$ cat src/rtl/sr_pkg.sv
package sr_pkg;
  localparam logic [4:0] MODE_USER = 5'b10000;

  // fields used from the instruction word
  typedef struct packed {
    logic       is_write;
    logic       use_saved;
    logic       use_imm;
    logic [3:0] fields;
    logic [3:0] rd_idx;
    logic [3:0] rot;
    logic [7:0] imm8;
  } sr_op_t;
endpackage

$ cat src/rtl/sr_decode.sv
module sr_decode
  import sr_pkg::*;
(
  input  logic [31:0] insn_i,
  output sr_op_t      op_o
);
  always_comb begin
    op_o.use_imm   = insn_i[25];
    op_o.use_saved = insn_i[22];
    op_o.is_write  = insn_i[21];
    op_o.fields    = insn_i[19:16];
    op_o.rd_idx    = insn_i[15:12];
    op_o.rot       = insn_i[11:8];
    op_o.imm8      = insn_i[7:0];
  end
endmodule

$ cat src/rtl/sr_operand.sv
module sr_operand
  import sr_pkg::*;
#(
  parameter int unsigned DATA_W = 32
) (
  input  sr_op_t              op_i,
  input  logic [DATA_W-1:0]   src_i,
  output logic [DATA_W-1:0]   val_o
);
  localparam int unsigned SH_W = $clog2(DATA_W) + 1;

  logic [DATA_W-1:0] imm_ext;
  logic [SH_W-1:0]   amt;
  logic [SH_W-1:0]   inv;
  logic [DATA_W-1:0] rotated;

  always_comb begin
    imm_ext = {{(DATA_W-8){1'b0}}, op_i.imm8};
    amt     = SH_W'({op_i.rot, 1'b0});
    inv     = SH_W'(DATA_W) - amt;
    // shift by full width yields zero, so amt==0 is a plain copy
    rotated = (imm_ext >> amt) | (imm_ext << inv);
    val_o   = op_i.use_imm ? rotated : src_i;
  end
endmodule

$ cat src/rtl/sr_mask.sv
module sr_mask #(
  parameter int unsigned DATA_W = 32,
  parameter int unsigned FLAG_W = 4,
  localparam int unsigned NLANE = DATA_W / 8
) (
  input  logic [NLANE-1:0]  fields_i,
  input  logic              user_i,
  output logic [DATA_W-1:0] mask_o
);
  logic [DATA_W-1:0] lane_mask;
  logic [DATA_W-1:0] flag_mask;

  for (genvar g = 0; g < NLANE; g++) begin : g_lane
    assign lane_mask[g*8 +: 8] = {8{fields_i[g]}};
  end

  assign flag_mask = {{FLAG_W{1'b1}}, {(DATA_W-FLAG_W){1'b0}}};
  assign mask_o    = user_i ? (lane_mask & flag_mask) : lane_mask;
endmodule

$ cat src/rtl/sr_merge.sv
module sr_merge #(
  parameter int unsigned DATA_W = 32
) (
  input  logic [DATA_W-1:0] old_i,
  input  logic [DATA_W-1:0] val_i,
  input  logic [DATA_W-1:0] mask_i,
  output logic [DATA_W-1:0] new_o
);
  assign new_o = (old_i & ~mask_i) | (val_i & mask_i);
endmodule

$ cat src/rtl/sr_status_unit.sv
module sr_status_unit
  import sr_pkg::*;
#(
  parameter int unsigned DATA_W     = 32,
  parameter int unsigned MODE_W     = 5,
  parameter int unsigned FLAG_W     = 4,
  parameter logic [4:0]  RESET_MODE = 5'b10011
) (
  input  logic              clk_i,
  input  logic              rst_ni,
  input  logic              valid_i,
  input  logic [31:0]       insn_i,
  input  logic [DATA_W-1:0] src_i,
  output logic [DATA_W-1:0] cur_o,
  output logic [DATA_W-1:0] saved_o,
  output logic              rd_we_o,
  output logic [3:0]        rd_idx_o,
  output logic [DATA_W-1:0] rd_data_o,
  output logic              err_o,
  output logic              mode_chg_o,
  output logic [MODE_W-1:0] old_mode_o,
  output logic [MODE_W-1:0] new_mode_o
);
  localparam int unsigned NLANE = DATA_W / 8;
  localparam logic [DATA_W-1:0] CUR_RST = DATA_W'(RESET_MODE);

  sr_op_t            op;
  logic [DATA_W-1:0] val, cur_mask, sav_mask, cur_nx, sav_nx;
  logic [DATA_W-1:0] cur_q, sav_q;
  logic              is_user, illegal, wr_cur, wr_sav, do_rd, mode_diff;

  sr_decode u_dec (.insn_i(insn_i), .op_o(op));

  sr_operand #(.DATA_W(DATA_W)) u_opnd (.op_i(op), .src_i(src_i), .val_o(val));

  sr_mask #(.DATA_W(DATA_W), .FLAG_W(FLAG_W)) u_mask_cur (
    .fields_i(op.fields[NLANE-1:0]), .user_i(is_user), .mask_o(cur_mask)
  );
  sr_mask #(.DATA_W(DATA_W), .FLAG_W(FLAG_W)) u_mask_sav (
    .fields_i(op.fields[NLANE-1:0]), .user_i(1'b0), .mask_o(sav_mask)
  );

  sr_merge #(.DATA_W(DATA_W)) u_mrg_cur (
    .old_i(cur_q), .val_i(val), .mask_i(cur_mask), .new_o(cur_nx)
  );
  sr_merge #(.DATA_W(DATA_W)) u_mrg_sav (
    .old_i(sav_q), .val_i(val), .mask_i(sav_mask), .new_o(sav_nx)
  );

  always_comb begin
    is_user   = cur_q[MODE_W-1:0] == MODE_USER[MODE_W-1:0];
    illegal   = valid_i && is_user && op.use_saved;
    wr_cur    = valid_i && op.is_write && !op.use_saved;
    wr_sav    = valid_i && op.is_write && op.use_saved && !is_user;
    do_rd     = valid_i && !op.is_write && !illegal;
    mode_diff = cur_nx[MODE_W-1:0] != cur_q[MODE_W-1:0];
  end

  always_ff @(posedge clk_i or negedge rst_ni) begin
    if (!rst_ni) begin
      cur_q      <= CUR_RST;
      sav_q      <= '0;
      rd_we_o    <= 1'b0;
      rd_idx_o   <= '0;
      rd_data_o  <= '0;
      err_o      <= 1'b0;
      mode_chg_o <= 1'b0;
      old_mode_o <= '0;
      new_mode_o <= '0;
    end else begin
      rd_we_o    <= do_rd;
      err_o      <= illegal;
      mode_chg_o <= wr_cur && mode_diff;
      if (do_rd) begin
        rd_idx_o  <= op.rd_idx;
        rd_data_o <= op.use_saved ? sav_q : cur_q;
      end
      if (wr_cur) begin
        cur_q <= cur_nx;
        if (mode_diff) begin
          old_mode_o <= cur_q[MODE_W-1:0];
          new_mode_o <= cur_nx[MODE_W-1:0];
        end
      end
      if (wr_sav) sav_q <= sav_nx;
    end
  end

  assign cur_o   = cur_q;
  assign saved_o = sav_q;
endmodule

$ cat config.mk
export PLATFORM = sky130hd
export DESIGN_NAME = sr_status_unit
export DESIGN_NICKNAME = d
export VERILOG_FILES = /design/src/rtl/sr_pkg.sv /design/src/rtl/sr_decode.sv /design/src/rtl/sr_operand.sv /design/src/rtl/sr_mask.sv /design/src/rtl/sr_merge.sv /design/src/rtl/sr_status_unit.sv
export SDC_FILE = /design/constraint.sdc
export NUM_CORES = 1
export LEC_CHECK = 0
export BUFFER_PORTS_ARGS = -buffer_cell sky130_fd_sc_hd__buf_4
export CAP_MARGIN = 20
export CORE_ASPECT_RATIO = 1.75
export CORE_UTILIZATION = 55
export DETAILED_ROUTE_END_ITERATION = 10
export PLACE_DENSITY = 0.82
export SETUP_SLACK_MARGIN = 0.5
export SYNTH_ARGS = -nofsm -noshare
export SYNTH_HDL_FRONTEND = slang
export SYNTH_HIERARCHICAL = 1
export SYNTH_SLANG_ARGS = --single-unit
$ cat constraint.sdc
create_clock -name clk_i -period 8.42 [get_ports clk_i]
set_input_delay 0.842 -clock clk_i [delete_from_list [all_inputs] [get_ports clk_i]]
set_output_delay 0.842 -clock clk_i [all_outputs]
set_load 0.01 [all_outputs]
# Word level (Yosys, flattened, before mapping)

Index checks and enable logic that the tools add are counted.

Bits of input ports: 67
Register bits: 113
Logic and storage cells: 40
Output and inout bits: 113

Shift operators: 2
Reduce and logical (&&, ||, !) cells: 14
$add $sub $neg: 1
Bitwise logic cells: 9
Mux-type cells: 3
Eq/ne operators: 2

Operator list:

| kind                | number |
|---|---|
| $and 32x32->32      | 4 |
| $or 32x32->32       | 3 |
| $mux 32             | 2 |
| $not 32->32         | 2 |
| $shl 8x6->32        | 1 |
| $shr 8x5->32        | 1 |
| $mux 28             | 1 |
| $logic_and 1x1->1   | 9 |
| $sub 6x5->6 const A | 1 |
| $eq 5x5->1 const B  | 1 |
| $ne 5x5->1          | 1 |
| $logic_not 1->1     | 4 |
| $reduce_and 2->1    | 1 |

# Depth between registers and ports, before layout

Gate-level depths: netlist (run 1).

Word-level depth: 8
Gate-level depth with buffers: 15
Depth with buffers taken out: 11

# Cells and area by module

Netlist (run 1), hierarchy kept.

Modules (own cells, without submodules):

| module         | instances | area each (µm²) | sequential area each (µm²) | cells an instance |
|---|---|---|---|---|
| sr_status_unit | 1         | 4703.3          | 2831.5                     | 338 |
| sr_operand     | 1         | 1061.0          | 0.0                        | 154 |
| sr_merge       | 2         | 480.5           | 0.0                        | 32 |
| sr_mask        | 2         | 235.2           | 0.0                        | 32 |
| sr_decode      | 1         | 172.7           | 0.0                        | 23 |

# Worst setup path after synthesis (run 1)

No wires, ideal clock.

Path kind: input-to-reg
Start point: input insn_i[8]
End point: register new_mode_o[0]
Data required time: 8.295 ns
Buffers on the path: 4
Path slack: 4.716 ns
Library setup time: 0.125 ns
Cell stages on the path: 14
Arrival: 3.579 ns
Cells stage by stage: buf_4 > buf_6 > buf_6 > inv_2 > ha_1 > buf_4 > mux2i_1 > o21ai_0 > a221o_1 > mux2_4 > xnor2_1 > and4_1 > a21oi_2 > mux2_2

Word-level cells in the longest chain between the ends: 8
Elaborated cells on any way between the ends: 9
Classes of those cells: 1 x add/sub; 1 x eq/ne; 2 x shift; 1 x mux; 3 x bitwise; 1 x reduce/logical

Ends and longest elaborated chain:

| what                         | line                 | source |
|---|---|---|
| from (decl)                  | sr_status_unit.sv:12 | `input logic [31:0] insn_i,` |
| $sub 6x5->6                  | sr_operand.sv:20     | `inv = SH_W'(DATA_W) - amt;` |
| $shl 8x6->32                 | sr_operand.sv:22     | `rotated = (imm_ext >> amt) \| (imm_ext << inv);` |
| $or 32x32->32 *              | sr_operand.sv:22     |  |
| $mux 32 *                    | sr_operand.sv:23     | `val_o = op_i.use_imm ? rotated : src_i;` |
| net val[4]                   | sr_status_unit.sv:28 | `logic [DATA_W-1:0] val, cur_mask, sav_mask, cur_nx, sav_nx;` |
| $and 32x32->32 *             | sr_merge.sv:9        | `assign new_o = (old_i & ~mask_i) \| (val_i & mask_i);` |
| $or 32x32->32 *              | sr_merge.sv:9        |  |
| net cur_nx[4]                | sr_status_unit.sv:28 |  |
| $ne 5x5->1 *                 | sr_status_unit.sv:56 | `mode_diff = cur_nx[MODE_W-1:0] != cur_q[MODE_W-1:0];` |
| $reduce_and 2->1 (no line) * | n/a                  |  |
| to (signal assigned)         | sr_status_unit.sv:82 | `new_mode_o <= cur_nx[MODE_W-1:0];` |
| to (decl)                    | sr_status_unit.sv:22 | `output logic [MODE_W-1:0] new_mode_o` |

Mark *: on every way through the listed nets, which the timed path passes. The rest lies on a longest branch.
A chain may end at the register's enable or synchronous reset.

# Worst setup path after layout (run 1)

Start point: input insn_i[8]
End point: register old_mode_o[0]

Word-level cells in the longest chain between the ends: 8
Elaborated cells on any way between the ends: 9
Classes of those cells: 1 x add/sub; 1 x eq/ne; 2 x shift; 1 x mux; 3 x bitwise; 1 x reduce/logical

Ends and longest elaborated chain:

| what                         | line                 | source |
|---|---|---|
| $sub 6x5->6                  | sr_operand.sv:20     |  |
| $shl 8x6->32                 | sr_operand.sv:22     |  |
| $or 32x32->32 *              | sr_operand.sv:22     |  |
| $mux 32 *                    | sr_operand.sv:23     |  |
| net val[4]                   | sr_status_unit.sv:28 |  |
| $and 32x32->32 *             | sr_merge.sv:9        |  |
| $or 32x32->32 *              | sr_merge.sv:9        |  |
| net cur_nx[4]                | sr_status_unit.sv:28 |  |
| $ne 5x5->1 *                 | sr_status_unit.sv:56 |  |
| $reduce_and 2->1 (no line) * | n/a                  |  |
| to (signal assigned)         | sr_status_unit.sv:81 | `old_mode_o <= cur_q[MODE_W-1:0];` |
| to (decl)                    | sr_status_unit.sv:21 | `output logic [MODE_W-1:0] old_mode_o,` |

Marks and branches as above.

==> results, run 1 <==
- The clock tree from TritonCTS is done.
- In this run switching power makes up 33.3% of total power.
- The worst reg-to-reg path cell count is 9.
- Sequential cells burn 35.0% of the power.
- After detailed routing, the average wire length per cell comes to 22.4 microns.
- The post-detailed-route DRC marker count is 0.
- The initial utilization of the core area, before any placement, comes to 56.7%.
- 180 I/O pins were placed.
- For this run, the register share of the synthesized area comes to 38.4%.
- Clock-pin slew was measured on the worst setup and hold paths at 0.06 ns.
- The fmax is 241 MHz.
- Post-CTS repair changed the size of 0 cells.
- Combinational logic is responsible for 37.7% of the overall power.
- After synthesis, the netlist uses 58 different library cells.
- The number of global-route vias before repair is 5751.
- The critical path is of the in2reg type.
- After detailed routing, the number of vias per cell comes to 6.18.
- After layout, the minimum clock period comes to 4.14 ns.
- Synthesis produced 643 cells.
- Traced cell by cell, the critical path runs through buf_4 > inv_2 > ha_1 > mux2i_1 > o21ai_0 > a221o_1 > mux2_4 > xnor2_1 > and4_1 > a21oi_2 > mux2_2.
- The number of placed instances, taps included is 875.
- For this run, asynchronously set or reset flops after synthesis account for 100%.
- The count of antenna diodes in the layout is 0.
- The path type of the worst min-delay path is in2async.
- The number of sinks driven by the clock tree is 113.
- On the critical path, the stage with the largest delay is an instance of sky130_fd_sc_hd__ha_1.
- Synthesis inferred 113 register bits.
- Summed over all failing endpoints, the final setup total negative slack is 0 ns.
- STA puts the critical path data required time at 8.71 ns.
- In this run the tightest slew margin relative to its limit is 25.5%.
- The slew of the pin with the lowest slew margin is 1.12 ns.
- The largest stage delay on the critical path is 0.66 ns.
- The nature of the critical path endpoint is a flip-flop.
- After routing the design area is 8760 sq um.
- For this run, the post-layout net count is 792.
- The share of post-route cells with drive strength above 1 is 50.5%.
- The final max-slew violation count is 0.
- The total vias in the final route is 5613.
- The weighted congestion at the end of routability-driven global placement is 0.911.
- The power density normalized to cell area is 321 nW/um^2.
- The count of maximum capacitance violations is 0.
- CTS placed an instance of sky130_fd_sc_hd__clkbuf_16 at the clock tree root.
- The launching element type of the critical path is a primary input.
- The standard cell core area is 13000 sq um.
- The initialized floorplan defines 55 standard-cell rows.
- The number of buffers on the longest clock path is 2.
- The die is 155 microns tall.
- The number of antenna violations at the first check in global routing came to 0.
- After synthesis the cells add up to 7370 sq um.
- The global-route wire length before repair is 31.2 mm.
- The clock network power share is 27.3%.
- In this run the tool buffered the top-level ports with 170 buffer cells.
- The flow ran to the end, and the final reports show no timing, DRC or antenna violations.
- The placed instances occupy a cell area of 8110 sq um.
- The commonest register cell after synthesis is sky130_fd_sc_hd__dfrtp_1.
- The number of hold violations in the final report came to 0.
- The later pin in the worst-skew pair is clocked with a latency of 0.41 ns.
- The first TritonRoute pass finished after 5 iterations.
- The HPWL after detailed placement is 14.5 mm.
- The final worst slack is 4.28 ns.
- The average instance in the mapped netlist occupies 11.5 sq um.
- The final layout contains routed wiring with a total length of 20.3 mm.
- The horizontal die dimension is 89.5 microns.
- The number of CTS-inserted buffers is 17.
- The internal power of the cells totals 0.00187 W.
- The leftover overflow at the end of global routing is 0.
- Yosys mapped a number of flops with a built-in enable equal to 0.
- In this run the remaining antenna-violating nets after routing total 0.
- Across the VDD grid, the largest voltage drop is 0.209 mV.
- The maximum number of pins on one net before global-route repair is 74.
- The number of hold buffers added after CTS was 0.
- The aggregate global-route resource usage is 30.4%.
- The die covers 13900 sq um.
- The number of setup buffers added after CTS is 0.
- The largest fanout on the critical path is 30.
- Counting the fill cells in the layout gives 944.
- The clock tree synthesis step divided the H-tree into 4 levels.
- The post-route worst hold slack is 0.426 ns.
- Compared with the post-synthesis result, the final layout area differs by 18.9%.
- The switching power summed over all nets is 0.000935 W.
- Setup repair after global routing left no endpoint under its margin.
- The reg2reg setup slack is 4.65 ns.
- The count of warnings emitted by yosys is 6.
- The worst-case clock skew is 0.0102 ns.
- For this block, the initial DRC count from the detailed router was 341.
- For this run, the number of standard cells in the final layout without fillers is 908.
- Of the available clock period, the critical path in the final layout requires 49.2%.
- The worst path arrival time is 4.43 ns.
- The static leakage is 4.07 nW.
- The final number of setup-violating endpoints is 0.
- The worst slack at placement is 3.93 ns.
==> power by group through the flow <==
stage | Clock [W] | Sequential [W] | Combinational [W]
3_5_place_dp | 0 | 0.000984 | 0.00105
4_1_cts | 0.000775 | 0.000981 | 0.00106
3_3_place_gp | 0 | 0.000963 | 0.00101
6_report | 0.000768 | 0.000983 | 0.00106
5_1_grt | 0.000797 | 0.00101 | 0.00113
2_1_floorplan | 0 | 0.00101 | 0.000559
==> worst max-delay path: cells and delay by family <==
kind                       cells  cell delay (ns)
muxes                          3             0.99
buffers and inverters          2             0.43
xor gates and xnor gates       1             0.14
and+or+nand+nor                1             0.19
adders and majority gates      1             0.66
AOI/OAI and AO/OA              3             1.17
==> Yosys cell counts (all sizes together) (2+ instances only) <==
cell	instances	share of area, %
a211oi	2	0.27
a21oi	46	3.3
a221o	2	0.27
a22oi	4	0.41
buf	98	10
clkbuf	21	1.1
clkinv	2	0.17
dfrtp	110	37
dfstp	3	1.1
inv	4	0.20
mux2	144	27
mux2i	16	2.2
nand2	12	0.65
nand2b	5	0.42
nand3	3	0.20
nand3b	3	0.31
nor2	13	0.66
nor2b	9	0.76
nor3	7	0.48
o21ai	14	1.0
o221ai	3	0.36
o22ai	70	5.9
o2bb2ai	18	2.1
o31ai	3	0.31
or2	4	0.34
or3	2	0.17
xnor2	6	0.82
==> layout make-up <==
class	count	area [sq um]	share of cell area, %
flip-flops and latches	113	2830	32.3
repair buffers	178	1340	15.3
clock buffers	17	425	4.86
clock inverters	15	208	2.37
inverters	6	27.5	0.314
multi-input cells	408	3710	42.3
well taps	171	214	2.44
==> sequential cells by signal (all words and copies together) (netlist names), 4 cells and up <==
| name | count |
|---|---|
| rd_idx_o | 4 |
| old_mode_o | 5 |
| rd_data_o | 32 |
| new_mode_o | 5 |
| saved_o | 32 |
| cur_o | 32 |
==> through the flow <==
step / power [W] / utilization, %
final: 0.00281 / 67.3
after detailed placement: 0.00203 / 62.4
after global placement: 0.00198 / 62.4
after floorplan: 0.00157 / -
after CTS: 0.00282 / 67.2
after global routing: 0.00294 / 67.3
==> layout by cell type, fill, tap and decap left out, types with 5 or more instances in the layout <==
cell,count
sky130_fd_sc_hd__mux2_4,94
sky130_fd_sc_hd__mux2_2,50
sky130_fd_sc_hd__buf_4,177
sky130_fd_sc_hd__a21oi_1,43
sky130_fd_sc_hd__mux2i_1,16
sky130_fd_sc_hd__o22ai_1,70
sky130_fd_sc_hd__o2bb2ai_1,18
sky130_fd_sc_hd__nor3_1,7
sky130_fd_sc_hd__nor2_1,13
sky130_fd_sc_hd__nand2_1,11
sky130_fd_sc_hd__clkbuf_16,17
sky130_fd_sc_hd__xnor2_1,5
sky130_fd_sc_hd__dfrtp_1,110
sky130_fd_sc_hd__o21ai_0,8
sky130_fd_sc_hd__nand2b_1,5
sky130_fd_sc_hd__nor2b_1,8
==> path summary, 6_finish.rpt <==
path	to	from
worst min register to register	rd_idx_o[0]	rd_idx_o[0]
worst min-delay path	rd_data_o[16]	rst_ni
worst max register to register	old_mode_o[0]	cur_o[1]
max in group asynchronous	cur_o[23]	rst_ni
min in group clk_i	rd_idx_o[0]	rd_idx_o[0]
worst max-delay path	old_mode_o[0]	insn_i[8]
==> cells by family after synthesis <==
group	synth area share, %
AOI/OAI and AO/OA	14.8
muxes	29.0
xor gates and xnor gates	0.815
other	0.0509
and+or+nand+nor	5.28
DFF	38.4
adders and majority gates	0.170
buffers and inverters	11.5
==> metal layers <==
metal	GRT usage, %	wire length [microns]
met1	34.1	7380
met3	6.47	1250
met2	53.7	11000
met4	13.7	707
met5	0	0
(Power assumes the default switching activity.)
==> inputs of run 2 (changes only) <==
- CORE_UTILIZATION: 55 -> 49
- PLACE_DENSITY: 0.82 -> 0.77
- clock period: 8.42 -> 3.7 ns (I/O delays scaled with it)
==> results, run 2 (synthesis gave the netlist of run 1 again) <==
- The count of antenna diodes in the layout is 0 (unchanged).
- The path type of the worst min-delay path is in2reg.
- The sum of negative setup slack is 0 ns (unchanged).
- The leftover overflow at the end of global routing is 0 (unchanged).
- The area of the die came to 15600 sq um (+12%).
- The static leakage is 4.12 nW (+1.3%).
- The HPWL after detailed placement is 15.1 mm (+4.1%).
- The wire length reported by the detailed router is 21.0 mm (+3.4%).
- The count of H-tree levels built during CTS is 4 (unchanged).
- The standard-cell row count is 59 (+7.3%).
- The number of hold violations in the final report is 0 (unchanged).
- The final number of setup-violating endpoints came to 0 (unchanged).
- The power density normalized to cell area is 723 nW/um^2 (+130%).
- The largest fanout on the critical path is 8 (-73%).
- The worst path uses 83.1% of the clock period.
- The run finished with clean final reports.
- The relative slew slack is 25.7% (+0.26 points).
- The global-route wire length before repair is 31.9 mm (+2.1%).
- The clock network power share was 27.1% (-0.2 points).
- The worst-skew pair later-pin latency is 0.41 ns (about the same).
- The clock root buffer master is sky130_fd_sc_hd__clkbuf_16.
- The vias per cell came to 6.05 (-2.1%).
- By startpoint and endpoint, the worst setup path is classified as reg2reg.
- The top cell types in the final layout, fill and taps aside, are sky130_fd_sc_hd__buf_4, sky130_fd_sc_hd__dfrtp_1, sky130_fd_sc_hd__mux2_4.
- For the finished layout, the period the worst path requires is 3.08 ns.
- The required time reported for the critical path endpoint is 3.99 ns (-4.72 ns).
- STA classifies the critical path startpoint as a flip-flop.
- The number of buffers on the longest clock path was 2 (unchanged).
- The horizontal die dimension is 94.7 microns (+5.8%).
- TritonCTS built the clock tree.
- The count of maximum capacitance violations came to 0 (unchanged).
- The share of power burned in registers is 34.9% (about the same).
- The worst-case clock skew is 0.00838 ns (-0.00179 ns).
- The total of buffers placed on input and output ports is 170 (unchanged).
- The top-level I/O count is 180 (unchanged).
- The post-detailed-route DRC marker count is 0 (unchanged).
- The number of fillers in the final layout was 1165 (+23%).
- The slew of the pin with the lowest slew margin is 1.11 ns (-0.00390 ns).
- The internal power of the cells is 0.00429 W (+130%).
- The most common cell after layout, fill and taps aside is sky130_fd_sc_hd__buf_4.
- The area growth from synthesis to layout is 20.1%.
- The maximum VDD drop was 0.413 mV (+97%).
- The weighted congestion at the end of routability-driven global placement is 0.912 (about the same).
- The standard cell core area is 14800 sq um (+14%).
- The proportion of total power due to net switching is 33.0% (-0.31 points).
- The number of placed instances, taps included came to 896 (+2.4%).
- The clock slew seen by the registers of the worst setup and hold paths is 0.06 ns (about the same).
- The worst path arrival time came to 3.37 ns (-1.06 ns).
- STA classifies the critical path endpoint as a flip-flop.
- The total vias in the final route was 5636 (+0.41%).
- The detailed-router iteration count before antenna repair is 5 (unchanged).
- The remaining number of nets flagged by the antenna check after routing was 0 (unchanged).
- The average wire per standard cell is 22.6 microns (+0.89%).
- The aggregate global-route resource usage came to 27.5% (-2.9 points).
- The effective utilization at floorplan came to 49.9% (-6.7 points).
- The maximum number of pins on one net before global-route repair is 41 (-45%).
- The switching power summed over all nets is 0.00211 W (+130%).
- Static timing analysis puts the maximum clock frequency at 325 MHz.
- The share of post-route cells with drive strength above 1 came to 50.7% (+0.19 points).
- The final cell count without fillers is 931 (+2.5%).
- The die boundary height was 164 microns (+5.9%).
- Setup repair after global routing left no endpoint under its margin.
- The number of nets in the finished design is 803 (+1.4%).
- The number of CTS-inserted buffers came to 17 (unchanged).
- The starting DRC count in detailed routing came to 335 (-1.8%).
- The proportion of power drawn by combinational gates came to 38.0% (+0.3 points).
- The number of global-route vias before repair is 5757 (+0.10%).
- The number of antenna violations at the first check in global routing is 0 (unchanged).
- The number of sinks driven by the clock tree is 113 (unchanged).
- The final max-slew violation count is 0 (unchanged).
==> run 2: power groups by stage <==
stage	Sequential, W	Combinational (W)	Clock [W]
3_3_place_gp	0.00220	0.00233	0
5_1_grt	0.00230	0.00259	0.00182
2_1_floorplan	0.00231	0.00128	0
6_report	0.00223	0.00243	0.00174
4_1_cts	0.00223	0.00242	0.00176
3_5_place_dp	0.00224	0.00240	0
==> run 2: per-stage QoR <==
stage	utilization, %	power [W]	setup slack (ns)	hold WS [ns]	area [sq um]
detailed placement	55.5	0.00465	0.296	0.367	8200
global route	59.9	0.00671	0.513	0.186	8850
global placement	55.5	0.00453	0.401	0.358	8200
floorplan	-	0.00359	0.557	0.0744	7390
CTS	59.8	0.00640	0.564	0.187	8830
finish	59.9	0.00640	0.625	0.200	8850
==> run 2: worst max-delay path, stage by stage, from the launching register on <==
cell and delay (ns):
sky130_fd_sc_hd__dfstp_2 0.59, sky130_fd_sc_hd__or4b_1 0.50, sky130_fd_sc_hd__or2_1 0.29, sky130_fd_sc_hd__clkinv_4 0.07
sky130_fd_sc_hd__nor2b_4 0.08, sky130_fd_sc_hd__mux2_4 0.33, sky130_fd_sc_hd__xnor2_1 0.15, sky130_fd_sc_hd__and4_1 0.30
sky130_fd_sc_hd__a21oi_4 0.27, sky130_fd_sc_hd__mux2_2 0.37
==> run 2: routing by layer <==
| layer | track usage (%) | wire length [microns] | up-vias | share of wire (%) |
|---|---|---|---|---|
| met4 | 13.8 | 835 | 0 | 4.0 |
| li1 | - | - | 2500 | - |
| met5 | 0 | 0 | - | 0 |
| met2 | 46.6 | 11100 | 260 | 53 |
| met3 | 6.90 | 1380 | 60 | 6.6 |
| met1 | 31.5 | 7640 | 2816 | 36 |
==> run 2: path summary, 6_finish.rpt <==
| check | from | to | slack, ns | cells past startpoint |
|---|---|---|---|---|
| min in group asynchronous | rst_ni | old_mode_o[3] | 0.47 | 2 |
| worst max register to register | cur_o[4] | new_mode_o[2] | 0.62 | 9 |
| max in group asynchronous | rst_ni | saved_o[13] | 2.32 | 3 |
| worst min register to register | old_mode_o[2] | old_mode_o[2] | 0.51 | 1 |
| worst min-delay path | insn_i[13] | rd_idx_o[1] | 0.20 | 2 |
| worst max-delay path | cur_o[4] | new_mode_o[2] | 0.62 | 9 |
==> run 2: timing repair <==
action / 4_1_cts / 5_1_grt
setup endpoints to repair: 12 / 8
buffers inserted: 1 / 0
endpoints found under the hold margin: 36 / 0
resized for setup: 1 / 1
cloned: 0 / 1
hold buffers: 1 / 0
pin swaps: 1 / 1
==> run 2: final cells by class <==
cell class / instances / area, sq um / area share [%]
Sequential cell: 113 / 2830 / 32.0
Clock inverter: 10 / 159 / 1.80
Timing Repair Buffer: 188 / 1410 / 16.0
Tap cell: 183 / 229 / 2.59
Clock buffer: 22 / 454 / 5.13
Inverter: 6 / 27.5 / 0.311
Multi-Input combinational cell: 409 / 3730 / 42.2
==> inputs of run 3 (changes only) <==
- ABC_AREA: default -> 1
- clock period: 3.7 -> 2.7 ns (I/O delays scaled with it)
==> results, run 3 <==
- The number of CTS-inserted buffers was 17 (unchanged).
- The count of antenna diodes in the layout came to 0 (unchanged).
- The horizontal die dimension came to 95.5 microns (+0.80%).
- The starting DRC count in detailed routing came to 414 (+24%).
- The most common cell after layout, fill and taps aside is sky130_fd_sc_hd__nand2_1.
- The fraction of the yosys area taken by sequential cells is 37.8% (-0.62 points).
- The top-level I/O count is 180 (unchanged).
- The post-route worst hold slack was 0.0508 ns (-0.150 ns).
- The sum of negative setup slack is 0 ns (unchanged).
- The worst hold path depth is 3 (+1).
- The number of synthesized register bits is 113 (unchanged).
- The global-route wire length before repair is 31.7 mm (-0.43%).
- The number of antenna violations at the first check in global routing is 0 (unchanged).
- The minimum clock period after layout is 2.15 ns (-0.923 ns).
- Setup repair after global routing could not meet its margin everywhere.
- The worst reg-to-reg path cell count is 18 (+9).
- The power density normalized to cell area came to 791 nW/um^2 (+9.5%).
- The weighted congestion at the end of routability-driven global placement is 0.992 (+8.9%).
- The vias per cell is 4.93 (-19%).
- The root buffer cell chosen for the clock tree is sky130_fd_sc_hd__clkbuf_16.
- The post-detailed-route DRC marker count is 0 (unchanged).
- The remaining number of nets flagged by the antenna check after routing is 0 (unchanged).
- The clock slew seen by the registers of the worst setup and hold paths is 0.05 ns (about the same).
- The number of nets in the finished design came to 1283 (+60%).
- The detailed-router iteration count before antenna repair is 5 (unchanged).
- The leftover overflow at the end of global routing came to 0 (unchanged).
- The area overhead of the layout relative to synthesis is 23.3%.
- By area, the combinational part of the netlist is dominated by simple AND/OR/NAND/NOR gates.
- The required time reported for the critical path endpoint is 3.04 ns (-0.95 ns).
- The number of instances in the synthesized netlist is 1107 (+72%).
- The HPWL after detailed placement is 15.1 mm (+0.15%).
- The path type of the worst min-delay path is in2reg.
- The number of fillers in the final layout is 1351 (+16%).
- The share of post-route cells with drive strength above 1 is 23.9% (-27 points).
- The number of hold violations in the final report is 0 (unchanged).
- The library cell with the largest summed area after synthesis is sky130_fd_sc_hd__dfrtp_1.
- The final max-slew violation count is 0 (unchanged).
- In the synthesized netlist, the cells that appear most often are sky130_fd_sc_hd__nand2_1, sky130_fd_sc_hd__inv_1, sky130_fd_sc_hd__dfrtp_1.
- The total design power is 0.00731 W (+14%).
- The worst-case clock skew is 0.00675 ns (-0.00162 ns).
- The post-synthesis share of cell area spent on xor and xnor gates is 0.117% (-0.70 points).
- The mapped cell area is 7490 sq um (+1.6%).
- The compound-gate portion of the synthesized area is 6.37% (-8.4 points).
- The simple-gate share of the synthesized area is 33.5% (+28 points).
- The maximum VDD drop is 0.347 mV (-16%).
- The total vias in the final route is 6956 (+23%).
- The static leakage was 5.27 nW (+28%).
- The area of combinational cells with multiple inputs is 3380 sq um (-9.5%).
- The effective utilization at floorplan is 50.2% (+0.31 points).
- The die boundary height is 166 microns (+0.80%).
- The slew of the pin with the lowest slew margin is 1.03 ns (-0.0816 ns).
- The aggregate global-route resource usage is 26.5% (-0.98 points).
- The most common cell in the synthesized netlist is sky130_fd_sc_hd__nand2_1.
- STA classifies the critical path startpoint as a flip-flop.
- The relative slew slack came to 31.1% (+5.3 points).
- The clock tree from TritonCTS is done.
- The final critical-path share of the clock period is 79.7% (-3.4 points).
- The total of buffers placed on input and output ports is 170 (unchanged).
- The synthesized area divided by synthesized cell count was 6.76 sq um (-41%).
- The share of the synthesized area in the top cell type is 36.8% (-0.60 points).
- The path with the worst hold slack has its endpoint at rd_idx_o[0].
- The nature of the critical path endpoint is a flip-flop.
- The endpoint of the worst-slack reg-to-reg timing path is new_mode_o[4].
- The commonest register cell after synthesis is sky130_fd_sc_hd__dfrtp_1.
- The count of maximum capacitance violations is 0 (unchanged).
- The area of all sequential standard cells is 2830 sq um (unchanged).
- The maximum number of pins on one net before global-route repair is 59 (+44%).
- The count of H-tree levels built during CTS is 4 (unchanged).
- The reg2reg setup slack is 0.55 ns (-0.08 ns).
- The average wire per standard cell was 14.5 microns (-36%).
- The number of sinks driven by the clock tree is 113 (unchanged).
- The number of different library cells in the post-synthesis netlist is 34 (-41%).
- By area the synthesized netlist is led by sky130_fd_sc_hd__dfrtp_1, sky130_fd_sc_hd__nand2_1, sky130_fd_sc_hd__buf_4, sky130_fd_sc_hd__inv_1, sky130_fd_sc_hd__o21ai_0.
- The worst-skew pair later-pin latency came to 0.41 ns (about the same).
- The worst setup path is of the reg2reg kind.
- The fmax is 465 MHz (+43%).
- The wire length reported by the detailed router is 20.5 mm (-2.4%).
- In the layout the commonest cells are sky130_fd_sc_hd__nand2_1, sky130_fd_sc_hd__buf_4, sky130_fd_sc_hd__inv_1.
- The async set-or-reset flop fraction in the synthesized netlist is 100% (unchanged).
- The area of the die is 15800 sq um (+1.6%).
- The post-synthesis adder-cell area fraction came to 0.167% (-0.0027 points).
- The final number of setup-violating endpoints is 0 (unchanged).
- The run finished with clean final reports.
- The number of global-route vias before repair came to 6427 (+12%).
- The worst register-to-register path begins at cur_o[4].
- The largest fanout on the critical path is 6 (-2).
- The count of warnings emitted by yosys is 6 (unchanged).
- The number of synthesized flops with an enable pin came to 0 (unchanged).
- The standard cell core area was 14900 sq um (+1.0%).
- The worst path arrival time is 2.50 ns (-0.87 ns).
- The number of buffers on the longest clock path is 2 (unchanged).
- The standard-cell row count was 59 (unchanged).
- In this run the most critical hold path is launched from insn_i[12].
- The mux cell area share after synthesis is 4.01% (-25 points).
==> run 3: cell types whose count changed in the layout (fill, tap and decap cells not counted), moves of 42 or more <==
cell                      before  now
sky130_fd_sc_hd__nand2_1      11  502
sky130_fd_sc_hd__inv_1         3  127
sky130_fd_sc_hd__mux2_4       94    0
sky130_fd_sc_hd__o22ai_1      70    0
sky130_fd_sc_hd__o21ai_0       8   72
sky130_fd_sc_hd__mux2_2       50    0
sky130_fd_sc_hd__a21oi_1      43    1
==> run 3: critical path, cell delays in order, from the launching register on <==
cell and delay (ns):
sky130_fd_sc_hd__dfstp_2 0.55, sky130_fd_sc_hd__inv_2 0.06, sky130_fd_sc_hd__nor2_2 0.09, sky130_fd_sc_hd__nand3_2 0.13, sky130_fd_sc_hd__inv_4 0.13, sky130_fd_sc_hd__nor2_2 0.06, sky130_fd_sc_hd__buf_6 0.12, sky130_fd_sc_hd__inv_1 0.06
sky130_fd_sc_hd__nand2_1 0.07, sky130_fd_sc_hd__nand2_2 0.09, sky130_fd_sc_hd__inv_1 0.05, sky130_fd_sc_hd__nand2_1 0.06, sky130_fd_sc_hd__nand2_1 0.07, sky130_fd_sc_hd__nor2_2 0.11, sky130_fd_sc_hd__nand3_2 0.11, sky130_fd_sc_hd__nand2_2 0.11
sky130_fd_sc_hd__buf_6 0.13, sky130_fd_sc_hd__nand2_1 0.05, sky130_fd_sc_hd__nand2_1 0.06
==> run 3: what timing repair did <==
item	CTS	global route
cloned	0	2
endpoints found under the hold margin	45	0
pin swaps	0	3
buffers inserted	4	2
endpoints found under the setup margin	11	26
gates resized for setup	3	22
hold buffers	1	0
==> run 3: worst max-delay path by stage <==
stage                         start       endpoint  slack [ns]  cells after the start
after global placement    insn_i[9]  new_mode_o[3]        0.18                     18
after detailed placement  insn_i[9]  new_mode_o[3]        0.16                     18
after floorplan           insn_i[8]  old_mode_o[3]        0.53                     20
final                      cur_o[4]  new_mode_o[4]        0.55                     18
after CTS                  cur_o[1]  new_mode_o[3]        0.51                     17
after global routing       cur_o[4]  new_mode_o[3]        0.35                     18
==> run 3: cells by family after synthesis <==
family	after synthesis
AND/OR/NAND/NOR	616
buffers and inverters	253
flip-flops	113
AO/OA/AOI/OAI	92
multiplexers	30
adder cells (fa/ha/maj)	1
other	1
XOR/XNOR	1
==> run 3: through the flow <==
stage          utilization (%)  instance area, sq um  worst slack (ns)  instances
2_1_floorplan                -                  7510             0.526       1110
3_3_place_gp              56.5                  8420             0.179       1370
3_5_place_dp              56.5                  8420             0.156       1370
4_1_cts                   61.4                  9150             0.512       1407
5_1_grt                   61.9                  9230             0.346       1411
6_report                  61.9                  9230             0.547       1411
==> run 3: metal layers <==
metal | global-route usage (%) | vias up | part of all wire (%)
li1 | - | 3494 | -
met1 | 30.3 | 3197 | 39
met2 | 47.1 | 222 | 53
met3 | 3.62 | 43 | 3.8
met4 | 13.7 | 0 | 4.1
met5 | 0 | - | 0
==> run 3: power breakdown <==
part | switching [W] | internal, W | leakage, nW
logic | 0.00118 | 0.00104 | 3.46
registers | 0.000407 | 0.00211 | 1.48
clock network | 0.000815 | 0.00176 | 0.319
total | 0.00240 | 0.00491 | 5.27
==> run 3: layout make-up <==
class	instances	area share (%)
clock buffers	19	4.80
flip-flops and latches	113	30.7
inverters	137	5.72
clock inverters	13	2.53
repair buffers	202	17.2
well taps	183	2.48
multi-input cells	744	36.6
